--- src/rtl/sla_pkg.sv ---
package sla_pkg;

  typedef enum logic [1:0] {
    LIT_OFF  = 2'b00,
    LIT_TRUE = 2'b01,
    LIT_INV  = 2'b10,
    LIT_KILL = 2'b11
  } lit_code_e;

  // Contribution of one literal to a product term.
  function automatic logic lit_pass(input lit_code_e code, input logic x);
    case (code)
      LIT_OFF:  lit_pass = 1'b1;
      LIT_TRUE: lit_pass = x;
      LIT_INV:  lit_pass = ~x;
      default:  lit_pass = 1'b0;
    endcase
  endfunction

endpackage

--- src/rtl/sla_cfg_shift.sv ---
module sla_cfg_shift #(
  parameter int W = 50
) (
  input  logic         clk,
  input  logic         rst_n,
  input  logic         shift_en,
  input  logic         shift_bit,
  output logic [W-1:0] word
);

  always_ff @(posedge clk or negedge rst_n) begin
    if (!rst_n)        word <= '1;
    else if (shift_en) word <= {word[W-2:0], shift_bit};
  end

  AST_CFG_HOLD: assert property (@(posedge clk) disable iff (!rst_n)
    !shift_en |=> $stable(word));

  AST_CFG_ENTRY: assert property (@(posedge clk) disable iff (!rst_n)
    shift_en |=> (word[0] == $past(shift_bit)));

endmodule

--- src/rtl/sla_and_plane.sv ---
module sla_and_plane
  import sla_pkg::*;
#(
  parameter int N_IN   = 3,
  parameter int N_TERM = 5
) (
  input  logic                       clk,
  input  logic                       rst_n,
  input  logic [N_IN-1:0]            in_vec,
  input  logic [N_TERM*N_IN*2-1:0]   codes,
  output logic [N_TERM-1:0]          term_vec
);

  localparam int TERM_BITS = N_IN * 2;

  for (genvar t = 0; t < N_TERM; t++) begin : g_term
    logic [N_IN-1:0] pass;
    logic [N_IN-1:0] is_kill;
    logic [N_IN-1:0] is_off;

    for (genvar i = 0; i < N_IN; i++) begin : g_lit
      lit_code_e code;
      assign code       = lit_code_e'(codes[t*TERM_BITS + 2*i +: 2]);
      assign pass[i]    = lit_pass(code, in_vec[i]);
      assign is_kill[i] = (codes[t*TERM_BITS + 2*i +: 2] == 2'b11);
      assign is_off[i]  = (codes[t*TERM_BITS + 2*i +: 2] == 2'b00);
    end

    assign term_vec[t] = &pass;

    AST_KILL_TERM: assert property (@(posedge clk) disable iff (!rst_n)
      (|is_kill) |-> !term_vec[t]);

    AST_EMPTY_TERM: assert property (@(posedge clk) disable iff (!rst_n)
      (&is_off) |-> term_vec[t]);
  end

endmodule

--- src/rtl/sla_or_plane.sv ---
module sla_or_plane #(
  parameter int N_TERM = 5,
  parameter int N_OUT  = 4
) (
  input  logic                      clk,
  input  logic                      rst_n,
  input  logic [N_TERM-1:0]         term_vec,
  input  logic [N_OUT*N_TERM-1:0]   conn,
  output logic [N_OUT-1:0]          out_vec
);

  for (genvar o = 0; o < N_OUT; o++) begin : g_out
    logic [N_TERM-1:0] sel;
    assign sel        = conn[o*N_TERM +: N_TERM];
    assign out_vec[o] = |(sel & term_vec);

    AST_UNCONNECTED_OUT: assert property (@(posedge clk) disable iff (!rst_n)
      (sel == '0) |-> !out_vec[o]);
  end

endmodule

--- src/rtl/sop_logic_array.sv ---
module sop_logic_array #(
  parameter int N_IN   = 3,
  parameter int N_TERM = 5,
  parameter int N_OUT  = 4
) (
  input  logic             clk,
  input  logic             rst_n,
  input  logic             cfg_en,
  input  logic             cfg_bit,
  input  logic             in_valid,
  output logic             in_ready,
  input  logic [N_IN-1:0]  in_data,
  output logic             out_valid,
  input  logic             out_ready,
  output logic [N_OUT-1:0] out_data
);

  localparam int OR_W  = N_OUT * N_TERM;
  localparam int AND_W = N_TERM * N_IN * 2;
  localparam int CFG_W = AND_W + OR_W;

  logic [CFG_W-1:0]  cfg_word;
  logic [N_TERM-1:0] terms;

  sla_cfg_shift #(.W(CFG_W)) i_cfg (
    .clk      (clk),
    .rst_n    (rst_n),
    .shift_en (cfg_en),
    .shift_bit(cfg_bit),
    .word     (cfg_word)
  );

  sla_and_plane #(.N_IN(N_IN), .N_TERM(N_TERM)) i_and (
    .clk     (clk),
    .rst_n   (rst_n),
    .in_vec  (in_data),
    .codes   (cfg_word[CFG_W-1:OR_W]),
    .term_vec(terms)
  );

  sla_or_plane #(.N_TERM(N_TERM), .N_OUT(N_OUT)) i_or (
    .clk     (clk),
    .rst_n   (rst_n),
    .term_vec(terms),
    .conn    (cfg_word[OR_W-1:0]),
    .out_vec (out_data)
  );

  assign out_valid = in_valid & ~cfg_en;
  assign in_ready  = out_ready & ~cfg_en;

  AST_CFG_BLOCKS_STREAM: assert property (@(posedge clk) disable iff (!rst_n)
    cfg_en |-> (!out_valid && !in_ready));

  AST_ACCEPT_IS_DELIVER: assert property (@(posedge clk) disable iff (!rst_n)
    (in_valid && in_ready) |-> (out_valid && out_ready));

  AST_OUT_NEEDS_TERM: assert property (@(posedge clk) disable iff (!rst_n)
    (out_data != '0) |-> (terms != '0));

endmodule

--- config.mk ---
export PLATFORM = sky130hd
export DESIGN_NAME = sop_logic_array
export DESIGN_NICKNAME = d
export VERILOG_FILES = /design/src/rtl/sla_pkg.sv /design/src/rtl/sla_cfg_shift.sv /design/src/rtl/sla_and_plane.sv /design/src/rtl/sla_or_plane.sv /design/src/rtl/sop_logic_array.sv
export SDC_FILE = /design/constraint.sdc
export NUM_CORES = 1
export LEC_CHECK = 0
export BUFFER_PORTS_ARGS = -buffer_cell sky130_fd_sc_hd__buf_4
export CAP_MARGIN = 30
export CORE_MARGIN = 8
export CORE_UTILIZATION = 50
export CTS_CLUSTER_DIAMETER = 150
export DETAILED_ROUTE_END_ITERATION = 8
export PLACE_DENSITY_LB_ADDON = 0.15
export SLEW_MARGIN = 25
export SYNTH_ARGS = -nofsm -noshare
export SYNTH_HDL_FRONTEND = slang
export SYNTH_HIERARCHICAL = 1
export SYNTH_SLANG_ARGS = --single-unit
export TNS_END_PERCENT = 100
--- constraint.sdc ---
create_clock -name clk -period 1.45 [get_ports clk]
set_input_delay 0.2175 -clock clk [delete_from_list [all_inputs] [get_ports clk]]
set_output_delay 0.2175 -clock clk [all_outputs]
set_load 0.02 [all_outputs]
==> results of run 1 <==
## stage by stage
stage	instance area, um2	worst slack [ns]	cells	hold slack [ns]
after CTS	2910	-0.513	255	0.143
after floorplan	2490	-0.0250	143	0.0697
final	2910	-0.489	255	0.155
after detailed placement	2800	-0.203	247	0.454
after global routing	2910	-0.628	255	0.147
after global placement	2800	-0.209	247	0.452
## worst max-delay path by stage
| stage | start | to | cells past startpoint |
|---|---|---|---|
| after floorplan | i_cfg/word[21] | out_data[0] | 4 |
| after global placement | i_cfg/word[21] | out_data[3] | 5 |
| after detailed placement | i_cfg/word[21] | out_data[3] | 5 |
| after CTS | i_cfg/word[21] | out_data[3] | 5 |
| after global routing | i_cfg/word[22] | out_data[0] | 5 |
| final | i_cfg/word[21] | out_data[3] | 5 |
## area by class of cell
cell class	count	area, um2
Clock buffer	7	76.3
Fill cell	385	1840
Multi-Input combinational cell	84	1040
Sequential cell	50	1310
Tap cell	67	83.8
Timing Repair Buffer	47	393
## cells in the mapped netlist
cell / count / area, um2
buf_12: 5 / 100
nor2b_1: 2 / 12.5
and3_1: 5 / 31.3
nand2_1: 4 / 15.0
a222oi_1: 4 / 40.0
mux2i_1: 15 / 150
dfstp_2: 50 / 1310
mux2_4: 50 / 751
buf_6: 4 / 45.0
a22oi_1: 4 / 30.0
## metal layers
metal  GRT usage (%)  share of wire (%)  wire length (um)
met5               0                  0                 0
met4            5.63               0.72                32
met3            3.50                2.9               131
met2            20.8                 50              2230
met1            17.0                 46              2050
## cells by family (layout without fill, tap and decap cells)
family	after synthesis	in the layout	synth area share, %
multiplexers	65	65	36.2
flip-flops	50	50	52.8
AND/OR/NAND/NOR	11	11	2.36
buffers and inverters	9	54	5.83
AO/OA/AOI/OAI	8	8	2.82
## where the power goes
group / leakage [nW] / internal [W] / switching [W]
combinational: 0.781 / 0.000922 / 0.000503
sequential: 0.521 / 0.00201 / 0.000276
clock: 0.0383 / 0.000333 / 0.000421
## timing repair
item,4_1_cts,5_1_grt
pin swaps,6,5
endpoints found under the hold margin,0,0
hold buffers,0,0
setup endpoints to repair,4,4
buffers inserted,1,0
cloned,0,0
resized for setup,8,0
==> reports/metrics.cfg, run 1 <==
[floorplan]
start_util_pct = 52.3
fp-row-count = 25
die_x_um = 86.6
ios = 15
die_h_um = 86.6
die_area_mm2 = 0.00749
core_region_area_mm2 = 0.00475

[layout]
diodes = 0
finish.utilization_pct = 61.2
mostFrequentLayoutCells = 50 x mux2_4, 50 x dfstp_2, 41 x buf_4
areaGrowthSynthToFinish_pct = 16.9
regMostFlops = i_cfg/word
largest_reg_flops = 50
reg_top3 = i_cfg/word (50)
drive_above_1_share_pct = 82.4
layout.nets = 197

[hold_path]
whs_path_depth = 2
min_path_type = primary input to flip-flop
min_from = cfg_bit
holdPathEnd = i_cfg/word[0]

[cts]
cts_max_path_buffers = 2
htree_levels = 2
clk_pin_slew_worst_paths_ns = 0.08
clock_latency_ns = 0.29
clock_sinks = 50
cts_tree = built
cts-buffers-inserted = 5
cts-root-buf = clkbuf_8

[drt]
final_antenna_net_count = 0
routedWlPerCell_um = 17.4
via_per_inst = 5.07
routed_wl_um = 4450
vias = 1294
drt_iter0_markers = 77
drt_first_pass_iters = 5
drc_errors = 0

[sta]
timing.final.crit_share_pct = 134
tightest_slew_ns = 0.610
relSlewSlack_pct = 59.3
setup_viol_count_final = 4
maxSlewViolCount = 0
fin_ws_ns = -0.489
max_freq_mhz = 516
finClkSkew_ns = 0.00282
fin_setup_tns_ns = -1.87
hold_violations = 0
post-route-min-period_ns = 1.94
rsz0062_at_grt = true

[pwr]
leakagePower_nw = 1.34
power_density_mw_per_mm2 = 1530
report.power.total_w = 0.00446
ir_drop_mv = 0.880

[synth]
syn_inst = 143
synth_seq_cells = 50
postSynthAreaPerCell_um2 = 17.4
ys_types = 10
yosysSeqAreaShare_pct = 52.8
netlist_area_mm2 = 0.00249
yosysWarnings = 6
syn_nets = 152

[critical_path]
critPathRequiredTime_ns = 1.23
r2r-start = i_cfg/word[23]
cp_data_arrival_time_ns = 1.72
critPathMaxStageDelay_ns = 0.54
worst_r2r_path_depth = 3
cp_num_buf_inv = 1
cp-start-kind = flip-flop
timing.rr.end = i_cfg/word[23]
crit_path_max_fanout = 4
end_kind = output pin
critPathSlowestCell = dfstp_2
worstPathCellList = mux2i_1 > and3_4 > a222oi_1 > nand2_1 > buf_6
path_class = flip-flop to output pin
cp_top_family = flip-flops
reg2reg_slack_ns = 0.50

[grt]
grt_pass1_wl_um = 7720
grt-ovfl-total = 0
grt_pass1_vias = 1463
track_usage_pct = 13.3
grt_max_degree = 51
antenna_found_initial = 0

[placement]
io_buffers = 14
dp_hpwl_um = 2970
gp_congestion = 0.779

[outcome]
violations = setup timing
status = complete, but fails checks

[job]
drv_cap = 0

Power figures use the tool's default switching activity.
==> inputs of run 2 (changes only) <==
Settings changed: BUFFER_PORTS_ARGS -buffer_cell sky130_fd_sc_hd__buf_4 to not set, DONT_BUFFER_PORTS set to 1.
==> reports/metrics.cfg, run 2 (same netlist as run 1, synthesis figures left out) <==
[critical_path]
worst_r2r_path_depth = 2
cp-start-kind = flip-flop
r2r-start = i_cfg/word[44]
end_kind = output pin
reg2reg_slack_ns = 0.61
cp_data_arrival_time_ns = 1.69
timing.rr.end = i_cfg/word[45]
critPathRequiredTime_ns = 1.23
path_class = flip-flop to output pin
crit_path_max_fanout = 4
crit_start = i_cfg/word[21]

[layout]
final_cell_area_mm2 = 0.00274
diodes = 0
mostFrequentLayoutCells = 50 x mux2_4, 50 x dfstp_2, 24 x buf_4
regMostFlops = i_cfg/word
layout.nets = 176
drive_above_1_share_pct = 80.7
fin_cells = 233
areaGrowthSynthToFinish_pct = 10.1
largest_reg_flops = 50
reg_top3 = i_cfg/word (50)

[grt]
grt_pass1_vias = 1383
grt_pass1_wl_um = 6820
grt_max_degree = 53
grt-ovfl-total = 0
track_usage_pct = 11.9
antenna_found_initial = 0

[pwr]
leakagePower_nw = 1.24
switching_share_pct = 25.9
power_density_mw_per_mm2 = 1550
report.power.total_w = 0.00425
ir_drop_mv = 0.797
p_comb_share_pct = 27.6
p_int_w = 0.00315
p_switching_w = 0.00110
p_seq_share_pct = 53.7
power.share.clock_pct = 18.7

[drt]
drc_errors = 0
via_per_inst = 5.22
routed_wl_um = 4140
final_antenna_net_count = 0
vias = 1217
routedWlPerCell_um = 17.8
drt_iter0_markers = 91
drt_first_pass_iters = 5

[floorplan]
die_x_um = 86.6
core_region_area_mm2 = 0.00475
die_h_um = 86.6
fp-row-count = 25
start_util_pct = 52.3
ios = 15
die_area_mm2 = 0.00749

[job]
drv_cap = 0

[sta]
finClkSkew_ns = 0.0122
post-route-min-period_ns = 1.91
maxSlewViolCount = 0
relSlewSlack_pct = 72.1
hold_violations = 0
max_freq_mhz = 525
tightest_slew_ns = 0.418
rsz0062_at_grt = true
timing.final.crit_share_pct = 131
fin_ws_ns = -0.455
setup_viol_count_final = 4

[cts]
post_cts_buffers = 0
clock_sinks = 50
cts_tree = built
clk_pin_slew_worst_paths_ns = 0.08
cts-buffers-inserted = 5
htree_levels = 2
cts-root-buf = clkbuf_8
clock_latency_ns = 0.31
cts_max_path_buffers = 2

[placement]
post-place-ws_ns = -0.167
placed_area_mm2 = 0.00261
gp_congestion = 0.735
io_buffers = 0
dp_hpwl_um = 2660
placedCellCount = 225

[hold_path]
min_path_type = primary input to flip-flop
holdPathEnd = i_cfg/word[0]
whs_path_depth = 1
min_from = cfg_bit

[outcome]
violations = setup timing
status = complete, but fails checks

## run 2: power by group through the flow
stage	clock [W]	sequential, W	combinational [W]
2_1_floorplan	0	0.00222	0.000919
3_3_place_gp	0	0.00228	0.00110
3_5_place_dp	0	0.00230	0.00112
4_1_cts	0.000822	0.00229	0.00118
5_1_grt	0.000863	0.00233	0.00127
6_report	0.000795	0.00228	0.00117
## run 2: worst max-delay path by stage
stage	slack (ns)	to	cells after the start
floorplan	-0.02	out_data[0]	4
global placement	-0.17	out_data[3]	4
detailed placement	-0.17	out_data[3]	4
CTS	-0.48	out_data[3]	4
global route	-0.55	out_data[1]	4
finish	-0.46	out_data[0]	4
## run 2: area by class of cell
cell class,count,area (um2)
well taps,67,83.8
fillers,392,2020
clock buffers,6,82.6
flip-flops and latches,50,1310
repair buffers,26,218
multi-input cells,84,1040
## run 2: per-layer routing
layer	share of wire, %	global-route usage [%]	wire, um	vias up
met5	0	0	0	-
met4	1.5	5.16	62	0
met3	4.2	3.59	172	7
met2	47	18.7	1940	22
met1	48	14.8	1970	622
li1	-	-	-	566
## run 2: through the flow
stage / util, % / hold slack (ns) / TNS, ns
finish: 57.6 / 0.0625 / -1.74
CTS: 57.6 / 0.0490 / -1.79
floorplan: - / 0.0697 / -0.0999
detailed placement: 54.8 / 0.0739 / -0.616
global route: 57.6 / 0.0474 / -2.13
global placement: 54.8 / 0.0741 / -0.566
## run 2: critical path, cell delays in order (launching register included)
cell and delay, ns:
dfstp_2 0.54, mux2i_1 0.07, and3_4 0.19, a222oi_1 0.36
nand2_1 0.23
## run 2: timing repair
item	4_1_cts	5_1_grt
hold buffers	2	0
cloned	0	0
resized for setup	3	0
endpoints found under the setup margin	4	4
hold endpoints to repair	50	0
pin swaps	3	5
==> inputs of run 3 (changes only) <==
Settings changed: RECOVER_POWER set to 100.
==> reports/metrics.cfg, run 3 (same netlist as run 1, synthesis figures left out) <==
[layout]
fill_cells = 408
regMostFlops = i_cfg/word
areaGrowthSynthToFinish_pct = 7.29
largest_reg_flops = 50
mostFrequentLayoutCell = mux2_4
multi_input_area_mm2 = 0.00100
layout.nets = 176
fin_cells = 233
diodes = 0
regArea_mm2 = 0.00131
reg_top3 = i_cfg/word (50)
drive_above_1_share_pct = 63.9
mostFrequentLayoutCells = 40 x mux2_4, 35 x dfstp_2, 15 x mux2i_1, 15 x dfstp_1, 14 x buf_4

[critical_path]
critPathRequiredTime_ns = 1.23
path_class = flip-flop to output pin
r2r-start = i_cfg/word[37]
endpoint = out_data[0]
timing.rr.end = i_cfg/word[38]
crit_start = i_cfg/word[21]
end_kind = output pin
cp_data_arrival_time_ns = 1.68
cp-start-kind = flip-flop
crit_path_max_fanout = 4
worst_r2r_path_depth = 2
reg2reg_slack_ns = 0.58

[outcome]
violations = setup timing
status = complete, but fails checks

[placement]
placedCellCount = 225
post-place-ws_ns = -0.167
io_buffers = 0
gp_congestion = 0.735
dp_hpwl_um = 2660

[cts]
clock_sinks = 50
cts_max_path_buffers = 2
post_cts_buffers = 0
cts_tree = built
htree_levels = 2
clk_pin_slew_worst_paths_ns = 0.08
clock_latency_ns = 0.30
cts-root-buf = clkbuf_8
cts-buffers-inserted = 5

[grt]
grt_pass1_wl_um = 6820
grt-ovfl-total = 0
grt_max_degree = 53
grt_pass1_vias = 1383
antenna_found_initial = 0
track_usage_pct = 11.9

[floorplan]
fp-row-count = 25
die_x_um = 86.6
core_region_area_mm2 = 0.00475
die_area_mm2 = 0.00749
start_util_pct = 52.3
die_h_um = 86.6
ios = 15

[drt]
via_per_inst = 5.21
final_antenna_net_count = 0
routedWlPerCell_um = 17.3
routed_wl_um = 4020
drc_errors = 0
drt_iter0_markers = 79
vias = 1214
drt_first_pass_iters = 4

[sta]
hold_violations = 0
timing.final.crit_share_pct = 131
relSlewSlack_pct = 57.2
post-route-min-period_ns = 1.90
fin_ws_ns = -0.450
setup_viol_count_final = 4
maxSlewViolCount = 0
tightest_slew_ns = 0.642
rsz0062_at_grt = true
finClkSkew_ns = 0.00919
max_freq_mhz = 526

[pwr]
leakagePower_nw = 1.18
p_int_w = 0.00304
power_density_mw_per_mm2 = 1540
p_seq_share_pct = 54.5
ir_drop_mv = 0.774
power.share.clock_pct = 19.2
p_switching_w = 0.00108
switching_share_pct = 26.2
p_comb_share_pct = 26.3

[hold_path]
min_path_type = primary input to flip-flop

[job]
drv_cap = 0

run 3: changes by cell type in the layout (fill, tap and decap cells not counted), sizes merged:
cell,previous run,this run
clkbuf,6,17
buf,25,14
run 3: stage by stage:
stage | area [um2] | util (%) | total power, W | hold slack [ns] | setup TNS (ns)
5_1_grt | 2670 | 56.2 | 0.00434 | 0.0502 | -2.13
3_5_place_dp | 2610 | 54.8 | 0.00342 | 0.0739 | -0.616
6_report | 2670 | 56.2 | 0.00412 | 0.0642 | -1.72
2_1_floorplan | 2490 | - | 0.00314 | 0.0697 | -0.0999
3_3_place_gp | 2610 | 54.8 | 0.00337 | 0.0741 | -0.566
4_1_cts | 2740 | 57.6 | 0.00429 | 0.0490 | -1.79
run 3: layer usage:
metal | part of all wire (%) | vias up | global-route usage (%)
li1 | - | 565 | -
met1 | 46 | 624 | 14.8
met2 | 48 | 18 | 18.7
met3 | 4.4 | 7 | 3.59
met4 | 1.5 | 0 | 5.16
met5 | 0 | - | 0
run 3: worst max-delay path, cell delays in order, from the launching register on:
cell      delay [ns]
dfstp_2         0.54
mux2i_1         0.07
and3_4          0.19
a222oi_1        0.36
nand2_1         0.23
run 3: worst min-delay path by stage:
| stage | from | endpoint | depth (start not counted) | slack (ns) |
|---|---|---|---|---|
| detailed placement | rst_n | i_cfg/word[35] | 0 | 0.07 |
| global route | cfg_bit | i_cfg/word[0] | 1 | 0.05 |
| CTS | cfg_bit | i_cfg/word[0] | 1 | 0.05 |
| floorplan | rst_n | i_cfg/word[0] | 0 | 0.07 |
| global placement | rst_n | i_cfg/word[34] | 0 | 0.07 |
| finish | cfg_bit | i_cfg/word[0] | 1 | 0.06 |
run 3: layout make-up:
class                      instances  share of cell area [%]
timing repair buffer              26                    6.98
tap                               67                    3.14
sequential                        50                    49.2
multi-input combinational         84                    37.6
clock buffer                       6                    3.09
run 3: timing repair:
action / CTS / global route
endpoints found under the hold margin: 50 / 0
gates resized for setup: 3 / 0
pin swaps: 3 / 5
endpoints found under the setup margin: 4 / 4
hold buffers: 2 / 0
run 3: power groups by stage:
stage	combinational, W	clock, W	sequential, W
after floorplan	0.000919	0	0.00222
after global placement	0.00110	0	0.00228
after detailed placement	0.00112	0	0.00230
after CTS	0.00118	0.000822	0.00229
after global routing	0.00117	0.000863	0.00230
final	0.00108	0.000791	0.00225
